[config.mk]
export PLATFORM = sky130hd
export DESIGN_NAME = twi_regslave
export DESIGN_NICKNAME = d
export VERILOG_FILES = /design/src/rtl/twi_pkg.sv /design/src/rtl/twi_sync.sv /design/src/rtl/twi_busmon.sv /design/src/rtl/twi_ptr.sv /design/src/rtl/twi_regslave.sv
export SDC_FILE = /design/constraint.sdc
export NUM_CORES = 1
export LEC_CHECK = 0
export BUFFER_PORTS_ARGS = -buffer_cell sky130_fd_sc_hd__buf_2
export CAP_MARGIN = 20
export CORE_MARGIN = 3
export CORE_UTILIZATION = 62
export CTS_CLUSTER_SIZE = 40
export DETAILED_ROUTE_END_ITERATION = 8
export PLACE_DENSITY = 0.89
export SLEW_MARGIN = 20
export SYNTH_ARGS = -nofsm -noshare
export SYNTH_HDL_FRONTEND = slang
export SYNTH_SLANG_ARGS = --single-unit
[constraint.sdc]
create_clock -name clk -period 5.08 [get_ports clk]
set_clock_uncertainty 0.05 [all_clocks]
set_input_delay 0.508 -clock clk [delete_from_list [all_inputs] [get_ports clk]]
set_output_delay 0.508 -clock clk [all_outputs]
set_load 0.01 [all_outputs]
[src/rtl/twi_pkg.sv]
package twi_pkg;
   localparam int BYTE_W = 8;

   typedef enum logic [3:0] {
      ST_IDLE,
      ST_ADDR,
      ST_ADDR_ACK,
      ST_PTR,
      ST_PTR_ACK,
      ST_WR,
      ST_WR_ACK,
      ST_RD,
      ST_RD_ACK
   } twi_state_e;

   typedef struct packed {
      logic scl_rise;
      logic scl_fall;
      logic start;
      logic stop;
   } twi_evt_t;
endpackage

[src/rtl/twi_sync.sv]
module twi_sync #(
   parameter int WIDTH  = 2,
   parameter int STAGES = 2
) (
   input  logic             clk,
   input  logic             rst_n,
   input  logic [WIDTH-1:0] d_i,
   output logic [WIDTH-1:0] q_o
);
   localparam int CHAIN_W = WIDTH * STAGES;

   if (STAGES < 2) begin : g_bad_stages
      $error("twi_sync needs at least two stages");
   end

   logic [CHAIN_W-1:0] chain_q;

   always_ff @(posedge clk or negedge rst_n) begin
      if (!rst_n) chain_q <= '1;
      else        chain_q <= {chain_q[CHAIN_W-WIDTH-1:0], d_i};
   end

   assign q_o = chain_q[CHAIN_W-1 -: WIDTH];
endmodule

[src/rtl/twi_busmon.sv]
module twi_busmon
   import twi_pkg::*;
(
   input  logic     clk,
   input  logic     rst_n,
   input  logic     scl_s,
   input  logic     sda_s,
   output twi_evt_t evt_o
);
   logic scl_q, sda_q;

   always_ff @(posedge clk or negedge rst_n) begin
      if (!rst_n) begin
         scl_q <= 1'b1;
         sda_q <= 1'b1;
      end else begin
         scl_q <= scl_s;
         sda_q <= sda_s;
      end
   end

   always_comb begin
      evt_o.scl_rise = scl_s & ~scl_q;
      evt_o.scl_fall = ~scl_s & scl_q;
      evt_o.start    = scl_s & scl_q & sda_q & ~sda_s;
      evt_o.stop     = scl_s & scl_q & ~sda_q & sda_s;
   end
endmodule

[src/rtl/twi_ptr.sv]
module twi_ptr #(
   parameter int                ADDR_W  = 6,
   parameter int                GROUP_W = 4,
   parameter logic [ADDR_W-1:0] RST_PTR = 6'h10
) (
   input  logic              clk,
   input  logic              rst_n,
   input  logic              load_i,
   input  logic [ADDR_W-1:0] load_val_i,
   input  logic              inc_i,
   output logic [ADDR_W-1:0] ptr_o
);
   logic [ADDR_W-1:0] ptr_q, ptr_step;

   if (GROUP_W < 1 || GROUP_W > ADDR_W) begin : g_bad_group
      $error("twi_ptr GROUP_W must lie in 1..ADDR_W");
   end

   if (GROUP_W == ADDR_W) begin : g_linear
      assign ptr_step = ptr_q + ADDR_W'(1);
   end else begin : g_group
      assign ptr_step = {ptr_q[ADDR_W-1:GROUP_W], ptr_q[GROUP_W-1:0] + GROUP_W'(1)};

      a_r4_group_kept: assert property (@(posedge clk) disable iff (!rst_n)
         (inc_i && !load_i) |=> ptr_q[ADDR_W-1:GROUP_W] == $past(ptr_q[ADDR_W-1:GROUP_W]));

      a_r4_low_wraps: assert property (@(posedge clk) disable iff (!rst_n)
         (inc_i && !load_i && (&ptr_q[GROUP_W-1:0])) |=> (ptr_q[GROUP_W-1:0] == '0));
   end

   always_ff @(posedge clk or negedge rst_n) begin
      if (!rst_n)      ptr_q <= RST_PTR;
      else if (load_i) ptr_q <= load_val_i;
      else if (inc_i)  ptr_q <= ptr_step;
   end

   assign ptr_o = ptr_q;
endmodule

[src/rtl/twi_regslave.sv]
module twi_regslave
   import twi_pkg::*;
#(
   parameter logic [6:0]        DEV_ADDR    = 7'b0110010,
   parameter int                ADDR_W      = 6,
   parameter int                GROUP_W     = 4,
   parameter logic [ADDR_W-1:0] RST_PTR     = 6'h10,
   parameter int                SYNC_STAGES = 2
) (
   input  logic              clk,
   input  logic              rst_n,
   input  logic              scl_i,
   input  logic              sda_i,
   output logic              sda_oe_o,
   output logic              wr_en_o,
   output logic [ADDR_W-1:0] wr_addr_o,
   output logic [7:0]        wr_data_o,
   output logic [ADDR_W-1:0] rd_addr_o,
   input  logic [7:0]        rd_data_i
);
   localparam logic [3:0] BITS = 4'(BYTE_W);

   if (ADDR_W > BYTE_W) begin : g_bad_addr
      $error("twi_regslave pointer must fit in one byte");
   end

   logic       scl_s, sda_s;
   twi_evt_t   evt;
   twi_state_e state;
   logic [3:0] cnt;
   logic [7:0] shreg, txreg;
   logic       rw_q, mack_q, sda_oe;
   logic       byte_end, busy_evt, ptr_load, ptr_inc;
   logic [ADDR_W-1:0] ptr;

   twi_sync #(.WIDTH(2), .STAGES(SYNC_STAGES)) i_sync (
      .clk(clk), .rst_n(rst_n), .d_i({scl_i, sda_i}), .q_o({scl_s, sda_s})
   );

   twi_busmon i_busmon (
      .clk(clk), .rst_n(rst_n), .scl_s(scl_s), .sda_s(sda_s), .evt_o(evt)
   );

   always_comb begin
      busy_evt = evt.start | evt.stop;
      byte_end = evt.scl_fall && (cnt == BITS) && !busy_evt;
      ptr_load = byte_end && (state == ST_PTR);
      ptr_inc  = byte_end && ((state == ST_WR) || (state == ST_RD));
   end

   twi_ptr #(.ADDR_W(ADDR_W), .GROUP_W(GROUP_W), .RST_PTR(RST_PTR)) i_ptr (
      .clk(clk), .rst_n(rst_n), .load_i(ptr_load),
      .load_val_i(shreg[ADDR_W-1:0]), .inc_i(ptr_inc), .ptr_o(ptr)
   );

   always_ff @(posedge clk or negedge rst_n) begin
      if (!rst_n) begin
         state     <= ST_IDLE;
         cnt       <= '0;
         shreg     <= '0;
         txreg     <= '0;
         rw_q      <= 1'b0;
         mack_q    <= 1'b1;
         sda_oe    <= 1'b0;
         wr_en_o   <= 1'b0;
         wr_addr_o <= '0;
         wr_data_o <= '0;
      end else begin
         wr_en_o <= 1'b0;
         if (evt.start) begin
            state  <= ST_ADDR;
            cnt    <= '0;
            sda_oe <= 1'b0;
         end else if (evt.stop) begin
            state  <= ST_IDLE;
            cnt    <= '0;
            sda_oe <= 1'b0;
         end else begin
            unique case (state)
               ST_ADDR, ST_PTR, ST_WR: begin
                  if (evt.scl_rise && cnt != BITS) begin
                     shreg <= {shreg[6:0], sda_s};
                     cnt   <= cnt + 4'd1;
                  end else if (byte_end) begin
                     cnt <= '0;
                     if (state == ST_ADDR) begin
                        if (shreg[7:1] == DEV_ADDR) begin
                           rw_q   <= shreg[0];
                           sda_oe <= 1'b1;
                           state  <= ST_ADDR_ACK;
                        end else begin
                           state <= ST_IDLE;
                        end
                     end else if (state == ST_PTR) begin
                        sda_oe <= 1'b1;
                        state  <= ST_PTR_ACK;
                     end else begin
                        wr_en_o   <= 1'b1;
                        wr_addr_o <= ptr;
                        wr_data_o <= shreg;
                        sda_oe    <= 1'b1;
                        state     <= ST_WR_ACK;
                     end
                  end
               end
               ST_ADDR_ACK, ST_PTR_ACK, ST_WR_ACK: begin
                  if (evt.scl_fall) begin
                     cnt <= '0;
                     if (state == ST_ADDR_ACK && rw_q) begin
                        txreg  <= rd_data_i;
                        sda_oe <= ~rd_data_i[7];
                        state  <= ST_RD;
                     end else begin
                        sda_oe <= 1'b0;
                        state  <= (state == ST_ADDR_ACK) ? ST_PTR : ST_WR;
                     end
                  end
               end
               ST_RD: begin
                  if (evt.scl_rise) begin
                     cnt <= cnt + 4'd1;
                  end else if (evt.scl_fall) begin
                     if (cnt == BITS) begin
                        sda_oe <= 1'b0;
                        state  <= ST_RD_ACK;
                     end else begin
                        txreg  <= {txreg[6:0], 1'b0};
                        sda_oe <= ~txreg[6];
                     end
                  end
               end
               ST_RD_ACK: begin
                  if (evt.scl_rise) begin
                     mack_q <= sda_s;
                  end else if (evt.scl_fall) begin
                     cnt <= '0;
                     if (!mack_q) begin
                        txreg  <= rd_data_i;
                        sda_oe <= ~rd_data_i[7];
                        state  <= ST_RD;
                     end else begin
                        state <= ST_IDLE;
                     end
                  end
               end
               default: ;
            endcase
         end
      end
   end

   assign sda_oe_o  = sda_oe;
   assign rd_addr_o = ptr;

   // drive changes only while SCL is low, or as release on START/STOP
   a_r11_sda_scl_low: assert property (@(posedge clk) disable iff (!rst_n)
      (sda_oe != $past(sda_oe)) |-> (!$past(scl_s) || $past(evt.start) || $past(evt.stop)));

   a_r7_idle_released: assert property (@(posedge clk) disable iff (!rst_n)
      (state == ST_IDLE) |-> !sda_oe);

   a_r3_ack_driven: assert property (@(posedge clk) disable iff (!rst_n)
      (state == ST_ADDR_ACK || state == ST_PTR_ACK || state == ST_WR_ACK) |-> sda_oe);

   a_r10_stop_aborts: assert property (@(posedge clk) disable iff (!rst_n)
      $past(evt.stop) |-> (state == ST_IDLE && !wr_en_o));

   a_r10_full_byte_write: assert property (@(posedge clk) disable iff (!rst_n)
      wr_en_o |-> ($past(state) == ST_WR && $past(cnt) == BITS));
endmodule

==> summary by stage <==
Outcome
The flow ran to the end, and the final reports show no timing, DRC or antenna violations.

Clock network
The buffer cell driving the clock tree root is clkbuf_8. For the worst-skew pair, the clock arrives at the later sink with an insertion delay of 0.30 ns. Hold repair after CTS inserted 0 buffers. The total clock buffers created by CTS is 5. CTS saw 53 sinks.

The maximum clock path buffer count is 2. The buffers inserted during post-CTS setup optimization is 0. The number of gates resized after CTS was 0.

TritonCTS built the clock tree. Clock-pin slew was measured on the worst setup and hold paths at roughly 0.090 ns. The maximum level of the CTS H-tree is 2.

Layout
The proportion of layout cells with a drive suffix above 1 is 30.7%. The count of antenna diodes in the layout is 0. The layout overhead on the synthesized area is 8.56%. In the final layout, the multi-input gates occupy around 1300 um2. In the final design database the tool counted 291 nets. In the layout the commonest cells are dfrtp_1 (45), buf_2 (33), mux2_2 (17), o21ai_0 (17), nand2_1 (16). The storage element area is 1340 um2. The core occupancy in the finished layout is 72.1%. Leaving out fill and tap cells, the most frequent cell in the layout is dfrtp_1. The filler cells instantiated in the layout total 295.

Floorplan
In this run the horizontal extent of the chip is 72.4 um. The floorplan row count is 23. The floorplan die area is 5240 um2.

Once the floorplan was initialized, standard cells occupied 66.4% of the core. The region available for standard cell placement spans 4120 um2. During I/O placement, the number of pins put on the boundary was 34. The vertical die dimension is 72.4 um.

Power and ir drop
The total net switching power is 478 uW. The worst-case IR drop observed on VDD is 226 uV. In this run, flip-flops and latches consume between 50% and 60% of the power. In this run, the clock network consumes 18.1% of the power. In this run, the combinational gates consume 31.3% of the power.

Dividing total power by cell area gives a power density of roughly 430 nW/um2. Net switching is a little under two fifths of the power. The standby leakage power is 1.47 nW. The cell-internal power is 794 uW.

Global route
The initial antenna violation count is 0. The number of global-route vias before repair was ~2000. The busiest layer in global routing is met2. The wire length of the first global-routing pass is ~8900 um. The sum of overflow across all layers after global routing is 0. In the global route stage, met1 resource usage came out at 28.8%. The met3 capacity usage during global routing is 4.57%. The global-route track usage on met2 is 34.6%. The maximum number of pins on one net before global-route repair is 54. Global routing used 21.5% of the available tracks.

Yosys
Summing the areas of all xor and xnor instances in the mapped netlist gives 0.321% of the synthesized area. After synthesis, the netlist uses 55 different library cells. Among all flip-flop cells after synthesis, the most frequent one is dfrtp_1. The synthesis warning total is 0. The total nets after synthesis is between 200 and 300. After synthesis, flip-flops and latches occupy 48.9% of the total area. The cell area that synthesis handed to floorplanning was 2730 um2. Summing the areas of all and, or, nand and nor instances in the mapped netlist gives 16.0% of the synthesized area. Counting flops with an async set or reset pin after synthesis yields a share of 100%.

The share of cell area taken by muxes after synthesis is 15.2%. The post-synthesis compound-gate area fraction is about 14%. After Yosys synthesis, full adders, half adders and majority gates account for under 10% of the synthesized area. The total of flip-flops plus latches after synthesis is 53.

The cell count after synthesis is between 200 and 250. The number of synthesized flops with an enable pin is 0. The mean instance size in the synthesized netlist is 11.0 um2. After synthesis, the largest family of logic cells by area is simple AND/OR/NAND/NOR gates.

Place
The count of buffers added on input and output ports is 33. The HPWL after detailed placement is 3650 um. The global placer's final weighted congestion is 0.867.

Timing
The total negative slack for setup checks is 0 ns. Measured against its own limit, the worst slew margin works out to 51.0%. The hold violation count in the final report is 0. Setup violations remaining at the end of the flow were counted as 0. After layout, the minimum clock period comes to 2.49 ns.

The post-route fraction of the period consumed by the critical path is 49.1%. The number of pins exceeding their max-slew limit in the final report is 0. Static timing analysis puts the maximum clock frequency at 0.401 GHz. At the pin with the least slew margin, the transition time is approximately 0.73 ns. Setup repair after global routing left no endpoint under its margin.

Worst setup path
Walking the worst path, the cells encountered are nand4b_1 > a211o_1 > and2_1 > o221ai_1. STA puts the critical path data required time at 5.25 ns. The critical path start-end classification is reg -> reg. The type of destination of the critical path is a flip-flop. The largest single stage delay on the critical path is 0.80 ns. STA puts the critical path data arrival time at roughly 2.7 ns. The family with the most delay on the worst path is simple AND/OR/NAND/NOR gates.

Together, buffers and inverters on the worst path number 0. The largest fanout of any net on the critical path is 24. STA classifies the critical path startpoint as a flip-flop.

On the critical path, the stage with the largest delay is an instance of dfrtp_1.

Route
The average wire per standard cell is between 15 and 20 um. After detailed routing, the number of vias per cell comes to between 6 and 7. The first-pass iteration count of the detailed router is 5. The remaining number of nets flagged by the antenna check after routing is 0. The DRC violation count after routing is 0.

The total vias in the final route is 2049. Summed over all layers, the routed wires come to between 5000 and 6000 um. The number of design-rule violations left by the first detailed-router iteration is 210.

Flow run
The tool flagged a number of max-cap violations equal to 0.

Hold path
The min-delay analysis places its worst path in the category in -> reg.
-- flip-flops by register name (all words and copies together), names as in the netlist --
name and cells:
wr_addr_o 6, sda_oe_o 1, i_busmon.sda_q 1, mack_q 1, rw_q 1, i_busmon.scl_q 1
i_sync.chain_q 4, shreg 8, wr_data_o 8, i_ptr.ptr_o 6, txreg 7, state 4
cnt 4, wr_en_o 1
-- path summary, 6_finish.rpt --
path / slack, ns / startpoint / endpoint / cells after the start
setup / recovery: 2.59 / state[2] / cnt[2] / 4
hold / removal: 0.24 / sda_i / i_sync.chain_q[0] / 1
setup reg to reg: 2.59 / state[2] / cnt[2] / 4
hold reg to reg: 0.31 / i_sync.chain_q[1] / i_sync.chain_q[3] / 0
max in group asynchronous: 4.29 / rst_n / cnt[2] / 2
min in group asynchronous: 0.25 / rst_n / txreg[2] / 2
-- layer usage --
metal	wire, um	share of wire, %
met1	2220	43
met2	2480	48
met3	333	6.5
met4	99	1.9
met5	0	0
-- per-stage QoR --
stage	setup WS (ns)	power [mW]	std cells	hold WS [ns]	cell area, um2
floorplan	2.94	0.952	248	0.162	2730
global placement	2.71	1.02	319	0.295	2880
detailed placement	2.64	1.04	319	0.297	2880
CTS	2.62	1.28	327	0.230	2970
global route	2.36	1.38	327	0.217	2970
finish	2.59	1.27	327	0.241	2970
-- cell type report --
| cell class | count | area share, % |
|---|---|---|
| clock buffer | 6 | 2.45 |
| clock inverter | 2 | 0.506 |
| inverter | 9 | 1.14 |
| multi-input combinational | 173 | 42.9 |
| sequential | 53 | 45.0 |
| tap | 50 | 2.11 |
| timing repair buffer | 34 | 5.82 |
-- power by group through the flow --
stage	Sequential [mW]	Combinational [mW]	Clock, mW
floorplan	0.566	0.386	0
global placement	0.640	0.380	0
detailed placement	0.648	0.394	0
CTS	0.641	0.398	0.239
global route	0.665	0.455	0.257
finish	0.643	0.398	0.231
-- worst reg2reg max path, cell delays in order, from the launching register on --
cell	delay [ns]
dfrtp_1	0.80
nand4b_1	0.69
a211o_1	0.50
and2_1	0.19
o221ai_1	0.18
-- cell usage after synthesis (2+ instances only) --
library cell / instances / area, um2
a21oi_1: 12 / 60.1
a31oi_1: 4 / 25.0
and3_1: 3 / 18.8
buf_2: 4 / 20.0
buf_6: 2 / 22.5
clkbuf_1: 4 / 15.0
dfrtp_1: 45 / 1130
dfstp_2: 8 / 210
ha_1: 3 / 37.5
inv_1: 9 / 33.8
mux2_2: 17 / 191
mux2_4: 9 / 135
mux2i_1: 9 / 90.1
nand2_1: 16 / 60.1
nand2b_1: 6 / 37.5
nand3_1: 7 / 35.0
nand3b_1: 5 / 37.5
nand4_1: 3 / 18.8
nor2_1: 13 / 48.8
nor2b_1: 3 / 18.8
nor3_1: 7 / 35.0
nor4b_1: 2 / 17.5
o211ai_1: 3 / 22.5
o21ai_0: 17 / 85.1
o221a_2: 3 / 33.8
o221ai_1: 3 / 26.3
o22ai_1: 2 / 12.5
or2_2: 2 / 12.5
-- logic make-up after synthesis --
family,Yosys count
mux,35
flops,53
xor+xnor,1
simple gates,78
buf+inv,22
compound gates,56
fa+ha+maj,3
No activity file was read; power rests on OpenSTA's default activity.
